## src/rtl/bus_cond_pkg.sv

```systemverilog
// Package: shared types and helpers for the two-wire condition generator.
// Assumes: nothing beyond IEEE 1800-2017.
package bus_cond_pkg;

    typedef enum logic [1:0] {
        PH_IDLE  = 2'd0,
        PH_SETUP = 2'd1,
        PH_HOLD  = 2'd2
    } phase_e;

    typedef enum logic {
        COND_START = 1'b0,
        COND_STOP  = 1'b1
    } cond_e;

    // Larger of two counts, used to size down-counters.
    function automatic int unsigned max_of(input int unsigned a, input int unsigned b);
        return (a > b) ? a : b;
    endfunction

endpackage

```

## src/rtl/cond_decode.sv

```systemverilog
// Module: cond_decode
// Turns a status write into a START or STOP request.
// Assumes: wr_stb is a single-cycle strobe. seq_busy is high while the
// sequencer runs, and requests made then are dropped.
module cond_decode (
    input  logic ctl_en,
    input  logic wr_stb,
    input  logic wr_master,
    input  logic wr_xmit,
    input  logic wr_busy,
    input  logic seq_busy,
    output logic go_start,
    output logic go_stop
);

    logic accept;

    // Qualify the write: enabled, idle, master transmitter.
    always_comb begin
        accept   = wr_stb && ctl_en && !seq_busy && wr_master && wr_xmit;
        go_start = accept && wr_busy;
        go_stop  = accept && !wr_busy;
    end

endmodule

```

## src/rtl/cond_seq.sv

```systemverilog
// Module: cond_seq
// Sequences SDA and SCL for one START or STOP: setup interval, SDA change,
// hold interval. The interval set is latched from fast_mode at acceptance.
// Assumes: go_start/go_stop arrive only while idle, and every interval >= 1.
module cond_seq
    import bus_cond_pkg::*;
#(
    parameter int unsigned SU_STD  = 17,
    parameter int unsigned HD_STD  = 20,
    parameter int unsigned SU_FAST = 7,
    parameter int unsigned HD_FAST = 10
) (
    input  logic clk,
    input  logic rst_n,
    input  logic go_start,
    input  logic go_stop,
    input  logic fast_mode,
    output logic sda_oe,
    output logic scl_oe,
    output logic active,
    output logic start_fin,
    output logic done,
    output logic start_done
);

    localparam int unsigned MAXC  = max_of(max_of(SU_STD, HD_STD), max_of(SU_FAST, HD_FAST));
    localparam int unsigned CNT_W = $clog2(MAXC + 1);
    localparam logic [CNT_W-1:0] SU_S = CNT_W'(SU_STD - 1);
    localparam logic [CNT_W-1:0] HD_S = CNT_W'(HD_STD - 1);
    localparam logic [CNT_W-1:0] SU_F = CNT_W'(SU_FAST - 1);
    localparam logic [CNT_W-1:0] HD_F = CNT_W'(HD_FAST - 1);

    phase_e           ph_q;
    cond_e            kind_q;
    logic             fast_q;
    logic [CNT_W-1:0] cnt_q;
    logic             last_tick;

    // Terminal count of the running interval.
    always_comb begin
        last_tick = (cnt_q == '0);
        active    = (ph_q != PH_IDLE);
        start_fin = (ph_q == PH_HOLD) && last_tick && (kind_q == COND_START);
    end

    // Phase, interval counter and line drive.
    always_ff @(posedge clk) begin
        if (!rst_n) begin
            ph_q       <= PH_IDLE;
            kind_q     <= COND_START;
            fast_q     <= 1'b0;
            cnt_q      <= '0;
            sda_oe     <= 1'b0;
            scl_oe     <= 1'b0;
            done       <= 1'b0;
            start_done <= 1'b0;
        end else begin
            done       <= 1'b0;
            start_done <= 1'b0;
            case (ph_q)
                PH_IDLE: begin
                    if (go_start || go_stop) begin
                        ph_q   <= PH_SETUP;
                        kind_q <= go_start ? COND_START : COND_STOP;
                        fast_q <= fast_mode;
                        cnt_q  <= fast_mode ? SU_F : SU_S;
                        sda_oe <= go_stop;
                        scl_oe <= 1'b0;
                    end
                end
                PH_SETUP: begin
                    if (last_tick) begin
                        ph_q   <= PH_HOLD;
                        cnt_q  <= fast_q ? HD_F : HD_S;
                        sda_oe <= (kind_q == COND_START);
                    end else begin
                        cnt_q <= cnt_q - 1'b1;
                    end
                end
                PH_HOLD: begin
                    if (last_tick) begin
                        ph_q <= PH_IDLE;
                        done <= 1'b1;
                        if (kind_q == COND_START) begin
                            scl_oe     <= 1'b1;
                            start_done <= 1'b1;
                        end
                    end else begin
                        cnt_q <= cnt_q - 1'b1;
                    end
                end
                default: ph_q <= PH_IDLE;
            endcase
        end
    end


    done_pulse_chk: assert property (@(posedge clk) disable iff (!rst_n)
        done |=> !done);


    sda_move_chk: assert property (@(posedge clk) disable iff (!rst_n)
        (active && $past(active) && (sda_oe != $past(sda_oe))) |-> !scl_oe);


    stop_setup_chk: assert property (@(posedge clk) disable iff (!rst_n)
        (ph_q == PH_SETUP && kind_q == COND_STOP) |-> (sda_oe && !scl_oe));

endmodule

```

## src/rtl/busy_timer.sv

```systemverilog
// Module: busy_timer
// Sets or clears the bus-busy flag a fixed delay after an accepted request,
// independently of the line sequencing.
// Assumes: every delay >= 1 and shorter than a full condition, so a new
// request never finds the timer pending.
module busy_timer
    import bus_cond_pkg::*;
#(
    parameter int unsigned BB_STD  = 12,
    parameter int unsigned BB_FAST = 6
) (
    input  logic clk,
    input  logic rst_n,
    input  logic go_start,
    input  logic go_stop,
    input  logic fast_mode,
    output logic busy
);

    localparam int unsigned BW = $clog2(max_of(BB_STD, BB_FAST) + 1);
    localparam logic [BW-1:0] BB_S = BW'(BB_STD - 1);
    localparam logic [BW-1:0] BB_F = BW'(BB_FAST - 1);

    logic          pend_q;
    logic          tgt_q;
    logic [BW-1:0] cnt_q;
    logic          expire;

    // Timer reaches its last cycle.
    always_comb expire = pend_q && (cnt_q == '0);

    // Delay counter and flag update.
    always_ff @(posedge clk) begin
        if (!rst_n) begin
            pend_q <= 1'b0;
            tgt_q  <= 1'b0;
            cnt_q  <= '0;
            busy   <= 1'b0;
        end else if (go_start || go_stop) begin
            pend_q <= 1'b1;
            tgt_q  <= go_start;
            cnt_q  <= fast_mode ? BB_F : BB_S;
        end else if (expire) begin
            pend_q <= 1'b0;
            busy   <= tgt_q;
        end else if (pend_q) begin
            cnt_q <= cnt_q - 1'b1;
        end
    end


    busy_move_chk: assert property (@(posedge clk) disable iff (!rst_n)
        (busy != $past(busy)) |-> $past(expire));

endmodule

```

## src/rtl/bus_cond_gen.sv

```systemverilog
// Module: bus_cond_gen (top)
// START/STOP condition generator for a two-wire bus master. It joins the
// write decode, the line sequencer, the busy timer and the 3-bit counter.
// Assumes: open-drain pads outside (oe=1 pulls low). All inputs are
// synchronous to clk.
module bus_cond_gen #(
    parameter int unsigned SU_STD  = 17,
    parameter int unsigned HD_STD  = 20,
    parameter int unsigned BB_STD  = 12,
    parameter int unsigned SU_FAST = 7,
    parameter int unsigned HD_FAST = 10,
    parameter int unsigned BB_FAST = 6,
    parameter int unsigned BIT_W   = 3
) (
    input  logic             clk,
    input  logic             rst_n,
    input  logic             ctl_en,
    input  logic             fast_mode,
    input  logic             wr_stb,
    input  logic             wr_master,
    input  logic             wr_xmit,
    input  logic             wr_busy,
    input  logic             bit_step,
    output logic             sda_oe,
    output logic             scl_oe,
    output logic             bus_busy,
    output logic [BIT_W-1:0] bit_cnt,
    output logic             byte_go,
    output logic             cond_done
);

    logic go_start, go_stop, seq_active, start_fin;

    cond_decode u_dec (
        .ctl_en    (ctl_en),
        .wr_stb    (wr_stb),
        .wr_master (wr_master),
        .wr_xmit   (wr_xmit),
        .wr_busy   (wr_busy),
        .seq_busy  (seq_active),
        .go_start  (go_start),
        .go_stop   (go_stop)
    );

    cond_seq #(
        .SU_STD (SU_STD), .HD_STD (HD_STD),
        .SU_FAST(SU_FAST), .HD_FAST(HD_FAST)
    ) u_seq (
        .clk        (clk),
        .rst_n      (rst_n),
        .go_start   (go_start),
        .go_stop    (go_stop),
        .fast_mode  (fast_mode),
        .sda_oe     (sda_oe),
        .scl_oe     (scl_oe),
        .active     (seq_active),
        .start_fin  (start_fin),
        .done       (cond_done),
        .start_done (byte_go)
    );

    busy_timer #(
        .BB_STD(BB_STD), .BB_FAST(BB_FAST)
    ) u_busy (
        .clk       (clk),
        .rst_n     (rst_n),
        .go_start  (go_start),
        .go_stop   (go_stop),
        .fast_mode (fast_mode),
        .busy      (bus_busy)
    );

    // Bit counter: cleared as a START ends, else stepped by byte clocking.
    always_ff @(posedge clk) begin
        if (!rst_n)        bit_cnt <= '0;
        else if (start_fin) bit_cnt <= '0;
        else if (bit_step)  bit_cnt <= bit_cnt + 1'b1;
    end


    bit_clear_chk: assert property (@(posedge clk) disable iff (!rst_n)
        byte_go |-> (bit_cnt == '0));


    enable_gate_chk: assert property (@(posedge clk) disable iff (!rst_n)
        (!ctl_en && !seq_active) |=> !seq_active);

endmodule

```

## config.mk

```make
export PLATFORM = sky130hd
export DESIGN_NAME = bus_cond_gen
export DESIGN_NICKNAME = d
export VERILOG_FILES = /design/src/rtl/bus_cond_pkg.sv /design/src/rtl/cond_decode.sv /design/src/rtl/cond_seq.sv /design/src/rtl/busy_timer.sv /design/src/rtl/bus_cond_gen.sv
export SDC_FILE = /design/constraint.sdc
export NUM_CORES = 1
export LEC_CHECK = 0
export BUFFER_PORTS_ARGS = -buffer_cell sky130_fd_sc_hd__buf_4
export CAP_MARGIN = 20
export CELL_PAD_IN_SITES_DETAIL_PLACEMENT = 0
export CELL_PAD_IN_SITES_GLOBAL_PLACEMENT = 1
export CORE_ASPECT_RATIO = 0.9
export CORE_MARGIN = 10
export CORE_UTILIZATION = 42
export CTS_CLUSTER_DIAMETER = 60
export DETAILED_ROUTE_END_ITERATION = 10
export PLACE_DENSITY = 0.85
export SYNTH_ARGS = -nofsm -noshare
export SYNTH_HDL_FRONTEND = slang
export SYNTH_SLANG_ARGS = --single-unit
```

## constraint.sdc

```tcl
create_clock -name clk -period 1.95 [get_ports clk]
set_clock_uncertainty 0.2 [all_clocks]
set_input_delay 0 -clock clk [delete_from_list [all_inputs] [get_ports clk]]
set_output_delay 0 -clock clk [all_outputs]
set_load 0.1 [all_outputs]
```

* Word-level counts from Yosys, hierarchy flattened *
Cells that the tools add are included.

operators by class
  add/subtract/negate cells = 3
  equal/unequal tests = 8
  mux-type cells = 26
  bitwise logic cells = 3
  reductions and logical operators = 31

operators by type and width
  operator             number
  $mux 5               5
  $mux 4               4
  $pmux 5 s3           1
  $reduce_and 3->1     4
  $mux 1               10
  $reduce_bool 2->1    5
  $logic_and 1x1->1    9
  $reduce_and 2->1     4
  $mux 2               3
  $ne 2x1->1 const B   3
  $ne 2x2->1 const B   3
  $pmux 2 s3           1
  $logic_not 5->1      1
  $sub 5x1->5 const B  1
  $logic_not 4->1      1
  $pmux 1 s2           2
  $reduce_and 4->1     1
  $sub 4x1->4 const B  1
  $add 3x1->3 const B  1
  $not 1->1            3
  $reduce_bool 3->1    1
  $eq 2x1->1 const B   1
  $eq 2x2->1 const B   1
  $logic_not 1->1      2
  other kinds (3)      3

word-level totals
  bits in registers = 23
  input port bits = 9

* Depth between registers and ports, before layout *
  depth in word-level cells = 9
  mapped depth = 8

* By module *
A second synthesis with hierarchy kept.

second synthesis, totals
  cell total of the unflattened synthesis = 146
  area, all modules = 1313.8 µm²

by module, submodules not included
  module        times used  cells each  area an instance (µm²)  sequential area each (µm²)
  cond_seq      1           91          790.8                   260.2
  busy_timer    1           40          371.6                   140.1
  bus_cond_gen  1           12          127.6                   60.1
  cond_decode   1           3           23.8                    0.0

* Worst setup path after synthesis *
OpenSTA, ideal clock, no wires.

  kind = register -> register
  start = register bit_cnt[0]
  end = register bit_cnt[1]
  library setup time = 126 ps
  arrival time = 1496 ps
  slack = 128 ps
  cell stages (with the launch flop) = 4
  path buffers = 0
  period minus slack after synthesis = 1822 ps
  cell sequence = dfxtp_1 ha_1 mux2i_1 nor2_1

between the ends
  longest elaborated chain between the ends = 1

RTL lines
  what                      line                text
  start: declaration        bus_cond_gen.sv:27  output logic [BIT_W-1:0] bit_cnt,
  start signal: assignment  bus_cond_gen.sv:77  else if (bit_step) bit_cnt <= bit_cnt + 1'b1;
  $add 3x1->3               bus_cond_gen.sv:77

Every way passes these cells.
A chain may end at the register's enable or synchronous reset.

* Worst setup path after layout *
  start = register u_seq.ph_q[1]
  end = register u_busy.tgt_q

between the ends
  longest elaborated chain between the ends = 7

RTL lines
  what                                  line                                  text
  start: declaration                    cond_seq.sv:33                        phase_e ph_q;
  start signal: assignment              cond_seq.sv:49                        ph_q <= PH_IDLE;
  start signal: assignment              cond_seq.sv:63                        ph_q <= PH_SETUP;
  start signal: assignment              cond_seq.sv:73                        ph_q <= PH_HOLD;
  $reduce_bool 2->1 (*)                 cond_seq.sv:42                        active = (ph_q != PH_IDLE);
  $logic_not 1->1 (*)                   cond_decode.sv:20                     accept = wr_stb && ctl_en && !seq_busy && wr_master && wr_xmit;
  $logic_and 1x1->1 (*) (3 in a row)    cond_decode.sv:20
  $logic_and 1x1->1 (on tied branches)  cond_decode.sv:21, cond_decode.sv:22
  $logic_or 1x1->1                      busy_timer.sv:39                      end else if (go_start || go_stop) begin
  end signal: assignment                busy_timer.sv:41                      tgt_q <= go_start;
  end: declaration                      busy_timer.sv:25                      logic tgt_q;

Mark *: on every way between the ends. The rest lies on a longest branch, timed or not.

==> reports/results.tsv <==
metric	value	unit
outcome	finished clean	
required	1.93	ns
synth_edf_count	0	
syn2layout_area_growth	23.4	%
layout_common_cells	23 x dfxtp_1, 21 x buf_4, 17 x nand2_1, 17 x a21oi_1, 11 x nor2_1	
die_height	71.6	um
layout-drive-gt1-share	22.4	%
min_to	u_seq.ph_q[1]$_SDFFE_PN0P_	
initial_core_util	44.5	%
synthesis.area	1240	um^2
arrival	1.83	ns
antenna_found_initial	0	
grt_max_degree	15	
crit_type	flop to flop	
cp_slowest_cell	dlygate4sd3_1	
ant_nets	0	
fin_crit	1.85	ns
globalRouteTotalUtil	10.5	%
clock.fmax	0.541	GHz
reg2reg_to	u_busy.tgt_q$_SDFFE_PN0P_	
crit_fanout	5	
ys_seq_area_share	37.1	%
slowest_delay	0.56	ns
dr.pass1.iters	4	
hold_slack	0.0459	ns
routed_wl	2.92	mm
dominantRegCellSynth	dfxtp_1	
avgSynthCellArea	8.63	um^2
drtIter0Drc	59	
min_path_cells	4	
placed_area	1430	um^2
insertion_delay	0.30	ns
cts_tree	done	
crit_chain	inv_1 -> ha_1 -> nand3_1 -> dlygate4sd3_1 -> a21oi_1	
placementRows	18	
vias_per_cell	5.26	
synth_top_area_share	37.1	%
final_common_cell	dfxtp_1	
holdCritPathClass	input port to flop	
grt_overflow_total	0	
synth_seq_cells	23	
power_density	928	nW/um^2
post-dp-hpwl	2.19	mm
vias	1104	
hold_viol_final	0	
fin_ws	0.101	ns
place_ws	0.0392	ns
io_pins	17	
die_area	5540	um^2
max_slew_margin	64.5	%
setup_violations	0	
grt_pass1_vias	1103	
die_w	77.3	um
yosys_warnings	0	
synth-async-reset-ratio	0	%
netlist_instances	144	
yosys.area.top_type	dfxtp_1	
end_kind	flop	
worstSetupStartpointType	flop	
htreeDepth	1	
core	2790	um^2
synth.area.top_cells	dfxtp_1 37%, ha_1 9.1%, a21oi_1 6.8%	
final_cells	210	
vdd_drop_max	0.498	mV
reg2regPathDepth	5	
post_drt_wl_per_cell	13.9	um
cts_buffers	3	
root_buffer	clkbuf_4	
path_clk_slew	0.12	ns
post-route-cell-area	1530	um^2
fin_crit_sh	94.8	%
ys_types	38	
grt_pass1_wl	4.93	mm
max-cap-violations	0	
rsz0062_at_grt	no	
tns	0	ns
placed_cells	201	
cts_buffer_depth	2	
drc	0	
r2r_slack	0.10	ns
place_congestion	0.901	
rr_startpoint	u_seq.ph_q[1]$_SDFFE_PN0P_	
cts_sinks	23	
hp-start	ctl_en	
finalMaxSlewViolations	0	
p_leak	0.000625	uW
numPortBuffers	16	
synth_nets	162	
num_antenna_cells	0	
fin_nets	189	
tightest_slew	0.531	ns
==> layout make-up <==
class                   count  area, um^2
fillers                   279        1260
inverters                   9        33.8
multi-input cells         108         754
well taps                  40        50.0
flip-flops and latches     23         460
repair buffers             26         208
clock buffers               4        26.3
==> cells in the mapped netlist, drive strengths merged (2+ instances only) <==
cell type,number
a211oi,4
a21oi,17
a31oi,2
clkbuf,3
dfxtp,23
ha,9
inv,9
mux2i,5
nand2,19
nand3,5
nand4,3
nor2,11
nor3,3
nor4b,2
o21ai,7
or4b,2
xnor2,3
xor2,3
==> cells by family after synthesis <==
group,count (synthesis),synth area share (%)
muxes,5,4.03
buffers and inverters,13,4.33
and+or+nand+nor,50,22.1
adders and majority gates,9,9.06
DFF,23,37.1
AOI/OAI and AO/OA,38,19.2
xor gates and xnor gates,6,4.23
==> metal layers <==
| metal | wire [um] | global-route usage (%) | share of wire [%] |
|---|---|---|---|
| met1 | 1390 | 12.8 | 48 |
| met2 | 1310 | 17.2 | 45 |
| met3 | 201 | 4.36 | 6.9 |
| met4 | 14 | 1.82 | 0.48 |
| met5 | 0 | 0 | 0 |
==> worst max-delay path by stage <==
stage | depth (start not counted) | end | start | slack [ns]
2_1_floorplan | 3 | bit_cnt[1]$_SDFFE_PP0P_ | bit_cnt[0]$_SDFFE_PP0P_ | 0.13
3_3_place_gp | 7 | u_seq.cnt_q[2]$_SDFFE_PN0P_ | u_seq.cnt_q[1]$_SDFFE_PN0P_ | 0.09
5_1_grt | 7 | u_seq.cnt_q[0]$_SDFFE_PN0P_ | u_seq.ph_q[0]$_SDFFE_PN0P_ | 0.01
4_1_cts | 6 | u_seq.cnt_q[1]$_SDFFE_PN0P_ | u_seq.cnt_q[1]$_SDFFE_PN0P_ | 0.01
3_5_place_dp | 7 | u_seq.cnt_q[2]$_SDFFE_PN0P_ | u_seq.cnt_q[1]$_SDFFE_PN0P_ | 0.04
6_report | 5 | u_busy.tgt_q$_SDFFE_PN0P_ | u_seq.ph_q[1]$_SDFFE_PN0P_ | 0.10
==> per-stage QoR <==
step	power [uW]	util, %
4_1_cts	1400	53.9
3_3_place_gp	1160	51.2
5_1_grt	1530	54.9
6_report	1420	54.9
2_1_floorplan	1020	-
3_5_place_dp	1180	51.2
==> state kept, by name, summed over array words and instances, names as in the netlist <==
signal            cells
u_seq.cnt_q           5
u_busy.cnt_q          4
bit_cnt               3
u_seq.ph_q            2
u_busy.busy           1
u_busy.pend_q         1
u_busy.tgt_q          1
u_seq.done            1
u_seq.fast_q          1
u_seq.kind_q          1
u_seq.scl_oe          1
u_seq.sda_oe          1
u_seq.start_done      1
==> power breakdown <==
part	leakage (uW)	switching [uW]	internal, uW
Clock	0.0000150	134	79.7
Sequential	0.000187	50.2	510
Combinational	0.000424	376	273
Total	0.000625	560	863
==> worst max-delay path: cells and delay by family, from the launching register on <==
family | cells | cell delay, ns
adder cells (fa/ha/maj) | 1 | 0.24
flip-flops | 1 | 0.42
AO/OA/AOI/OAI | 1 | 0.06
AND/OR/NAND/NOR | 1 | 0.14
buffers and inverters | 2 | 0.66
==> timing repair <==
action,CTS,global route
hold endpoints to repair,15,0
hold buffers,5,0
setup buffers,0,0
resized for setup,0,7
setup endpoints to repair,0,8
No activity file was read; power rests on OpenSTA's default activity.
